<file path="config.mk">
export PLATFORM = sky130hd
export DESIGN_NAME = droop_phase_stretcher
export DESIGN_NICKNAME = d
export VERILOG_FILES = /design/src/rtl/dps_pkg.sv /design/src/rtl/dps_droop_detect.sv /design/src/rtl/dps_stretch_fsm.sv /design/src/rtl/dps_phase_out.sv /design/src/rtl/droop_phase_stretcher.sv
export SDC_FILE = /design/constraint.sdc
export NUM_CORES = 1
export LEC_CHECK = 0
export BUFFER_PORTS_ARGS = -buffer_cell sky130_fd_sc_hd__buf_2
export CAP_MARGIN = 20
export CORE_MARGIN = 2
export CORE_UTILIZATION = 39
export DETAILED_ROUTE_END_ITERATION = 6
export PLACE_DENSITY = 0.72
export SETUP_SLACK_MARGIN = 0.2
export SYNTH_ARGS = -nofsm -noshare
export SYNTH_HDL_FRONTEND = slang
export SYNTH_SLANG_ARGS = --single-unit
</file>
<file path="constraint.sdc">
create_clock -name clk -period 2.6 [get_ports clk]
set_clock_uncertainty 0.2 [all_clocks]
set_input_delay 0.52 -clock clk [delete_from_list [all_inputs] [get_ports clk]]
set_output_delay 0.52 -clock clk [all_outputs]
set_load 0.01 [all_outputs]
</file>
<file path="src/rtl/dps_pkg.sv">
package dps_pkg;
  typedef enum logic [1:0] {
    ST_NOMINAL = 2'd0,
    ST_STRETCH = 2'd1,
    ST_HOLD    = 2'd2
  } stretch_state_e;
endpackage

</file>
<file path="src/rtl/dps_droop_detect.sv">
module dps_droop_detect #(
  parameter int CODE_W = 8
) (
  input  logic              clk,
  input  logic              rst_n,
  input  logic              enable,
  input  logic [CODE_W-1:0] vcode,
  input  logic [CODE_W-1:0] threshold,
  input  logic [CODE_W-1:0] hysteresis,
  output logic              droop
);
  localparam int SUM_W = CODE_W + 1;

  logic [SUM_W-1:0]  rel_sum;
  logic [CODE_W-1:0] rel_lvl;
  logic              below, above_rel;
  logic              droop_d, droop_q;

  always_comb begin
    rel_sum   = {1'b0, threshold} + {1'b0, hysteresis};
    rel_lvl   = rel_sum[CODE_W] ? {CODE_W{1'b1}} : rel_sum[CODE_W-1:0];
    below     = (vcode < threshold);
    above_rel = (vcode >= rel_lvl);
    droop_d   = droop_q;
    if (!enable)        droop_d = 1'b0;
    else if (below)     droop_d = 1'b1;
    else if (above_rel) droop_d = 1'b0;
  end

  always_ff @(posedge clk or negedge rst_n) begin
    if (!rst_n) droop_q <= 1'b0;
    else        droop_q <= droop_d;
  end

  assign droop = droop_q;

  // droop is only raised by a reading under the threshold
  assert_entry_below_R3: assert property (@(posedge clk) disable iff (!rst_n)
    $rose(droop_q) |-> $past(enable && (vcode < threshold)));

  // droop only clears on disable or at the release level
  assert_release_level_R5: assert property (@(posedge clk) disable iff (!rst_n)
    $fell(droop_q) |-> $past(!enable ||
      ({1'b0, vcode} >= ({1'b0, threshold} + {1'b0, hysteresis})) ||
      (vcode == {CODE_W{1'b1}})));
endmodule

</file>
<file path="src/rtl/dps_stretch_fsm.sv">
module dps_stretch_fsm
  import dps_pkg::*;
#(
  parameter int PHASE_W = 4,
  parameter int HOLD_W  = 8
) (
  input  logic               clk,
  input  logic               rst_n,
  input  logic               enable,
  input  logic               droop,
  input  logic [PHASE_W-1:0] max_steps,
  input  logic [HOLD_W-1:0]  hold_cycles,
  output logic [PHASE_W-1:0] offset,
  output logic               active
);
  stretch_state_e     state_q, state_d;
  logic [PHASE_W-1:0] off_q, off_d;
  logic [HOLD_W-1:0]  cnt_q, cnt_d;
  logic               cnt_en;
  logic               hold_done;

  always_comb begin
    hold_done = (cnt_q == hold_cycles - HOLD_W'(1));
    state_d   = state_q;
    off_d     = off_q;
    cnt_d     = cnt_q;
    cnt_en    = 1'b0;
    if (!enable) begin
      state_d = ST_NOMINAL;
      off_d   = '0;
    end else begin
      unique case (state_q)
        ST_NOMINAL: begin
          if (droop) begin
            state_d = ST_STRETCH;
            off_d   = (max_steps != '0) ? PHASE_W'(1) : '0;
          end
        end
        ST_STRETCH: begin
          if (droop) begin
            if (off_q < max_steps) off_d = off_q + PHASE_W'(1);
          end else if (hold_cycles == '0) begin
            state_d = ST_NOMINAL;
            off_d   = '0;
          end else begin
            state_d = ST_HOLD;
            cnt_d   = '0;
            cnt_en  = 1'b1;
          end
        end
        ST_HOLD: begin
          if (droop) begin
            state_d = ST_STRETCH;
          end else if (hold_done) begin
            state_d = ST_NOMINAL;
            off_d   = '0;
          end else begin
            cnt_d  = cnt_q + HOLD_W'(1);
            cnt_en = 1'b1;
          end
        end
        default: begin
          state_d = ST_NOMINAL;
          off_d   = '0;
        end
      endcase
    end
  end

  always_ff @(posedge clk or negedge rst_n) begin
    if (!rst_n) begin
      state_q <= ST_NOMINAL;
      off_q   <= '0;
    end else begin
      state_q <= state_d;
      off_q   <= off_d;
    end
  end

  always_ff @(posedge clk or negedge rst_n) begin
    if (!rst_n)      cnt_q <= '0;
    else if (cnt_en) cnt_q <= cnt_d;
  end

  assign offset = off_q;
  assign active = (state_q != ST_NOMINAL);

  // disable returns the controller to nominal after one edge
  assert_enable_off_R9: assert property (@(posedge clk) disable iff (!rst_n)
    !enable |=> (off_q == '0) && (state_q == ST_NOMINAL));

  // the offset only grows by one step, and only on a droop
  assert_single_step_R4: assert property (@(posedge clk) disable iff (!rst_n)
    (off_q != $past(off_q)) && (off_q != '0) |->
      (off_q == $past(off_q) + PHASE_W'(1)) && $past(droop));

  // hold exits to nominal only after the programmed count
  assert_hold_len_R6: assert property (@(posedge clk) disable iff (!rst_n)
    ($past(state_q) == ST_HOLD) && (state_q == ST_NOMINAL) && $past(enable) |->
      ($past(cnt_q) == $past(hold_cycles) - HOLD_W'(1)));
endmodule

</file>
<file path="src/rtl/dps_phase_out.sv">
module dps_phase_out #(
  parameter int PHASE_N = 16,
  parameter int PHASE_W = 4
) (
  input  logic               clk,
  input  logic               rst_n,
  input  logic               enable,
  input  logic [PHASE_W-1:0] base_phase,
  input  logic [PHASE_W-1:0] offset,
  input  logic               active_in,
  output logic [PHASE_W-1:0] phase_sel,
  output logic               stretch_active
);
  localparam int SUM_W = PHASE_W + 1;
  localparam logic [SUM_W-1:0] N_EXT = SUM_W'(PHASE_N);

  logic [SUM_W-1:0]   sum;
  logic [PHASE_W-1:0] sel_d, sel_q;
  logic               act_d, act_q;
  logic               load_en;

  always_comb begin
    sum = {1'b0, base_phase} + {1'b0, offset};
    if (sum >= N_EXT) sum = sum - N_EXT;
    if (!enable) begin
      sel_d = base_phase;
      act_d = 1'b0;
    end else begin
      sel_d = sum[PHASE_W-1:0];
      act_d = active_in;
    end
    load_en = (sel_d != sel_q) || (act_d != act_q);
  end

  always_ff @(posedge clk or negedge rst_n) begin
    if (!rst_n) begin
      sel_q <= '0;
      act_q <= 1'b0;
    end else if (load_en) begin
      sel_q <= sel_d;
      act_q <= act_d;
    end
  end

  assign phase_sel      = sel_q;
  assign stretch_active = act_q;

  // during a stretch the tap never moves back or skips
  assert_no_runt_R11: assert property (@(posedge clk) disable iff (!rst_n)
    act_q && $past(act_q) |->
      (sel_q == $past(sel_q)) ||
      ({1'b0, sel_q} == (({1'b0, $past(sel_q)} + SUM_W'(1)) % N_EXT)));

  // no stretch flag after a disabled edge
  assert_flag_off_R9: assert property (@(posedge clk) disable iff (!rst_n)
    !enable |=> !act_q && (sel_q == $past(base_phase)));
endmodule

</file>
<file path="src/rtl/droop_phase_stretcher.sv">
module droop_phase_stretcher #(
  parameter int CODE_W  = 8,
  parameter int PHASE_N = 16,
  parameter int HOLD_W  = 8,
  localparam int PHASE_W = (PHASE_N > 1) ? $clog2(PHASE_N) : 1
) (
  input  logic               clk,
  input  logic               rst_n,
  input  logic               enable,
  input  logic [CODE_W-1:0]  vcode,
  input  logic [CODE_W-1:0]  threshold,
  input  logic [CODE_W-1:0]  hysteresis,
  input  logic [PHASE_W-1:0] max_steps,
  input  logic [HOLD_W-1:0]  hold_cycles,
  input  logic [PHASE_W-1:0] base_phase,
  output logic [PHASE_W-1:0] phase_sel,
  output logic               stretch_active
);
  logic               droop;
  logic [PHASE_W-1:0] offset;
  logic               fsm_active;

  dps_droop_detect #(.CODE_W(CODE_W)) u_detect (
    .clk(clk), .rst_n(rst_n), .enable(enable), .vcode(vcode),
    .threshold(threshold), .hysteresis(hysteresis), .droop(droop)
  );

  dps_stretch_fsm #(.PHASE_W(PHASE_W), .HOLD_W(HOLD_W)) u_fsm (
    .clk(clk), .rst_n(rst_n), .enable(enable), .droop(droop),
    .max_steps(max_steps), .hold_cycles(hold_cycles),
    .offset(offset), .active(fsm_active)
  );

  dps_phase_out #(.PHASE_N(PHASE_N), .PHASE_W(PHASE_W)) u_out (
    .clk(clk), .rst_n(rst_n), .enable(enable), .base_phase(base_phase),
    .offset(offset), .active_in(fsm_active),
    .phase_sel(phase_sel), .stretch_active(stretch_active)
  );

  // selected tap always lies inside the delay line
  assert_tap_range_R10: assert property (@(posedge clk) disable iff (!rst_n)
    32'(phase_sel) < PHASE_N);
endmodule

</file>
==> results.py <==
metrics = {
    "worst_setup_path": {
        "path_buf_inv": 1,
        "r2r_end": "u_fsm.cnt_q[2]",
        "startpoint_type": "input port",
        "path_delay_family": "compound AO/OA/AOI/OAI gates",
        "crit_arrival_ps": 3100,
        "path_class": "in -> reg",
        "reg2reg_depth": 8,
        "path_cells": "buf_6 -> ha_4 -> fa_2 -> a21o_1 -> a21oi_2 -> o21bai_1 -> a21oi_2 -> o21ai_2 -> or2_4 -> ha_4 -> nand2b_4 -> a21oi_2 -> nor2b_1 -> o21ai_1 -> a21o_1 -> a21oi_2 -> o32ai_2",
        "crit_top_cell": "a21oi_2",
        "worst_path_max_delay_cell": "fa_2",
        "timing.rr.start": "u_fsm.state_q[1]",
        "cp_max_fo": 2,
        "r2r_setup_slack_ps": 420,
        "slowest_delay_ps": 350,
        "endpoint_kind": "register",
        "crit_required_ps": 2560,
    },
    "cts": {
        "cts_tree": "done",
        "clk_latency_ps": 250,
        "numCtsBuffers": 3,
        "clock-sinks": 20,
        "cts_max_path_buffers": 2,
        "clkSlewWorstSetupHoldPaths_ps": 70,
        "htree_num_levels": 1,
        "cts_root_buffer": "clkbuf_8",
    },
    "pwr": {
        "cell_internal_pwr_mw": 0.862,
        "p_sw_mw": 0.547,
        "vdd_drop_max_uv": 179,
        "clkPwrFrac_pct": 14.2,
        "power_leakage_nw": 1.60,
        "seqPwrFrac_pct": 32.6,
        "p_per_area_mw_per_mm2": 458,
        "switching_share_pct": 38.8,
        "pwr-share-comb_pct": 53.2,
    },
    "floorplanning": {
        "die_area_sq_mm": 0.00625,
        "core_area_sq_mm": 0.00547,
        "chipHeight_um": 79.0,
        "rows": 27,
        "die-width_um": 79.0,
        "ios": 48,
        "initial_core_util_pct": 40.1,
    },
    "yosys": {
        "synthTopCellsByArea": "dfrtp_1, ha_1, xnor2_1, nor2_1, inv_1",
        "synth_cell_types": 46,
        "synth.avg_cell_area_sq_um": 8.54,
        "ys_seq_elements": 20,
        "yosysSeqAreaShare_pct": 22.8,
        "synth_area_sq_mm": 0.00220,
        "yosysMostFrequentCell": "ha_1",
        "syn_nets": 339,
        "synth_top_area_share_pct": 22.8,
        "synth-edff-count": 0,
        "ys_warn_count": 0,
        "synthCells": 257,
        "yosys.area.top_type": "dfrtp_1",
        "dominantRegCellSynth": "dfrtp_1",
        "synth_common_cells": "ha_1, nor2_1, inv_1, dfrtp_1, nand2_1",
        "async_flop_share_pct": 100,
    },
    "placement": {
        "gp_congestion": 0.824,
        "placed_cells": 405,
        "place.detailed.hpwl_um": 3980,
        "io_buffers": 47,
    },
    "global_routing": {
        "grt_pass1_wl_um": 8440,
        "grt_pass1_vias": 2006,
        "antenna_found_initial": 0,
        "grt_max_degree": 21,
        "groute.usage.overall_pct": 16.7,
        "grt_overflow": 0,
    },
    "routing": {
        "drtIter0Drc": 71,
        "routed_wirelength_um": 5160,
        "post_drt_via_cell_ratio": 4.94,
        "num_vias": 2085,
        "ant_nets": 0,
        "drc": 0,
        "drt_first_pass_iters": 4,
        "wl_per_cell_um": 12.2,
    },
    "sta": {
        "layout_setup_ws_ps": -539,
        "worst_pin_slew_ps": 459,
        "min_period_ps": 3140,
        "drv_slew": 0,
        "finalHoldViolCount": 0,
        "fmax_mhz": 319,
        "fin_crit_sh_pct": 121,
        "setup_viol": 1,
        "relSlewSlack_pct": 69.4,
        "finalSetupTns_ps": -539,
        "grt_setup_unrepaired": "yes",
    },
    "cells_and_area": {
        "drive_gt1_share_pct": 36.0,
        "syn2layout_area_growth_pct": 40.2,
        "nFillCells": 500,
        "final_nets": 434,
        "final_cells": 422,
        "antenna-diode-count": 0,
        "utilization_pct": 56.2,
    },
    "run_status": {
        "violations": "setup timing",
        "outcome": "complete, but fails checks",
    },
    "flow_run": {
        "maxCapViolCount": 0,
    },
    "worst_hold_path": {
        "hold_class": "in -> async",
    },
}
[power by group through the flow]
stage               combinational (mW)  sequential, mW  clock [mW]
floorplan                        0.460           0.451           0
global placement                 0.656           0.459           0
detailed placement               0.683           0.464           0
CTS                              0.720           0.457       0.210
global route                     0.838           0.472       0.227
finish                           0.749           0.460       0.200
[layout by cell type, fill, tap and decap left out, drive strengths merged, types with 2 or more instances in the layout]
| master | Yosys | layout |
|---|---|---|
| nand3 | 8 | 8 |
| o21a | 2 | 2 |
| nand4 | 5 | 5 |
| a21o | 7 | 7 |
| nor2b | 4 | 4 |
| buf | 0 | 95 |
| o41ai | 2 | 2 |
| a21oi | 15 | 15 |
| nand2 | 20 | 20 |
| and3 | 3 | 3 |
| mux2 | 3 | 3 |
| xnor2 | 13 | 13 |
| nor4 | 2 | 2 |
| inv | 24 | 24 |
| or3b | 2 | 2 |
| clkbuf | 5 | 3 |
| o21ai | 14 | 14 |
| mux2i | 7 | 7 |
| nor2 | 26 | 26 |
| nand2b | 9 | 9 |
| xor2 | 8 | 8 |
| ha | 37 | 37 |
| fa | 2 | 2 |
| dfrtp | 20 | 20 |
| a22oi | 2 | 2 |
| nor3 | 3 | 3 |
[layer usage]
layer | routed length, um | share of wire (%) | global-route usage, %
met1 | 2260 | 44 | 20.0
met2 | 2610 | 51 | 30.8
met3 | 223 | 4.3 | 2.27
met4 | 67 | 1.3 | 4.83
met5 | 0 | 0 | 0
[final cells by class]
type / count / area (sq um) / share of cell area (%)
timing repair buffer: 95 / 647 / 21.0
tap: 72 / 90.1 / 2.93
inverter: 24 / 90.1 / 2.93
sequential: 20 / 500 / 16.3
multi-input combinational: 208 / 1710 / 55.5
clock buffer: 3 / 41.3 / 1.34
[worst max path at each step]
stage / slack (ps) / cells past startpoint / to / from
3_5_place_dp: -870 / 17 / u_detect.droop / threshold[0]
6_report: -540 / 17 / u_detect.droop / threshold[0]
4_1_cts: -540 / 17 / u_detect.droop / threshold[0]
5_1_grt: -680 / 17 / u_detect.droop / threshold[0]
2_1_floorplan: -650 / 16 / u_detect.droop / threshold[0]
3_3_place_gp: -770 / 17 / u_detect.droop / threshold[0]
[cell families (layout without fill, tap and decap cells)]
| family | count (synthesis) | after routing | synth area share, % |
|---|---|---|---|
| buffers and inverters | 29 | 122 | 4.96 |
| flip-flops | 20 | 20 | 22.8 |
| AND/OR/NAND/NOR | 87 | 87 | 20.3 |
| XOR/XNOR | 21 | 21 | 8.38 |
| AO/OA/AOI/OAI | 51 | 51 | 16.0 |
| multiplexers | 10 | 10 | 4.73 |
| adder cells (fa/ha/maj) | 39 | 39 | 22.9 |
[per-stage QoR]
| step | cell area [sq um] | total power, mW | hold slack (ps) | setup WS (ps) |
|---|---|---|---|---|
| after floorplan | 2250 | 0.910 | 24.4 | -651 |
| after global placement | 2810 | 1.12 | 304 | -768 |
| after detailed placement | 2810 | 1.15 | 308 | -873 |
| after CTS | 2970 | 1.39 | 27.5 | -542 |
| after global routing | 3080 | 1.54 | 39.9 | -679 |
| final | 3080 | 1.41 | 7.35 | -539 |
[registers in the layout (all words and copies together), names as in the netlist]
register / cells
u_detect.droop: 1
u_fsm.cnt_q: 8
u_out.stretch_active: 1
u_fsm.state_q: 2
u_fsm.offset: 4
u_out.phase_sel: 4
[worst reg2reg max path, cell delays in order (launching register included)]
cell	delay, ps
dfrtp_1	420
inv_1	100
ha_1	190
inv_1	70
a31o_2	240
or3_1	520
nand2_1	130
a21oi_1	50
nand2b_1	150
[what timing repair did]
item                       CTS  global route
setup buffers               11             3
resized for setup            9            20
pin swaps                   15            18
hold endpoints to repair     0             0
setup endpoints to repair    4            10
hold buffers                 0             0
No activity file was read; power rests on OpenSTA's default activity.
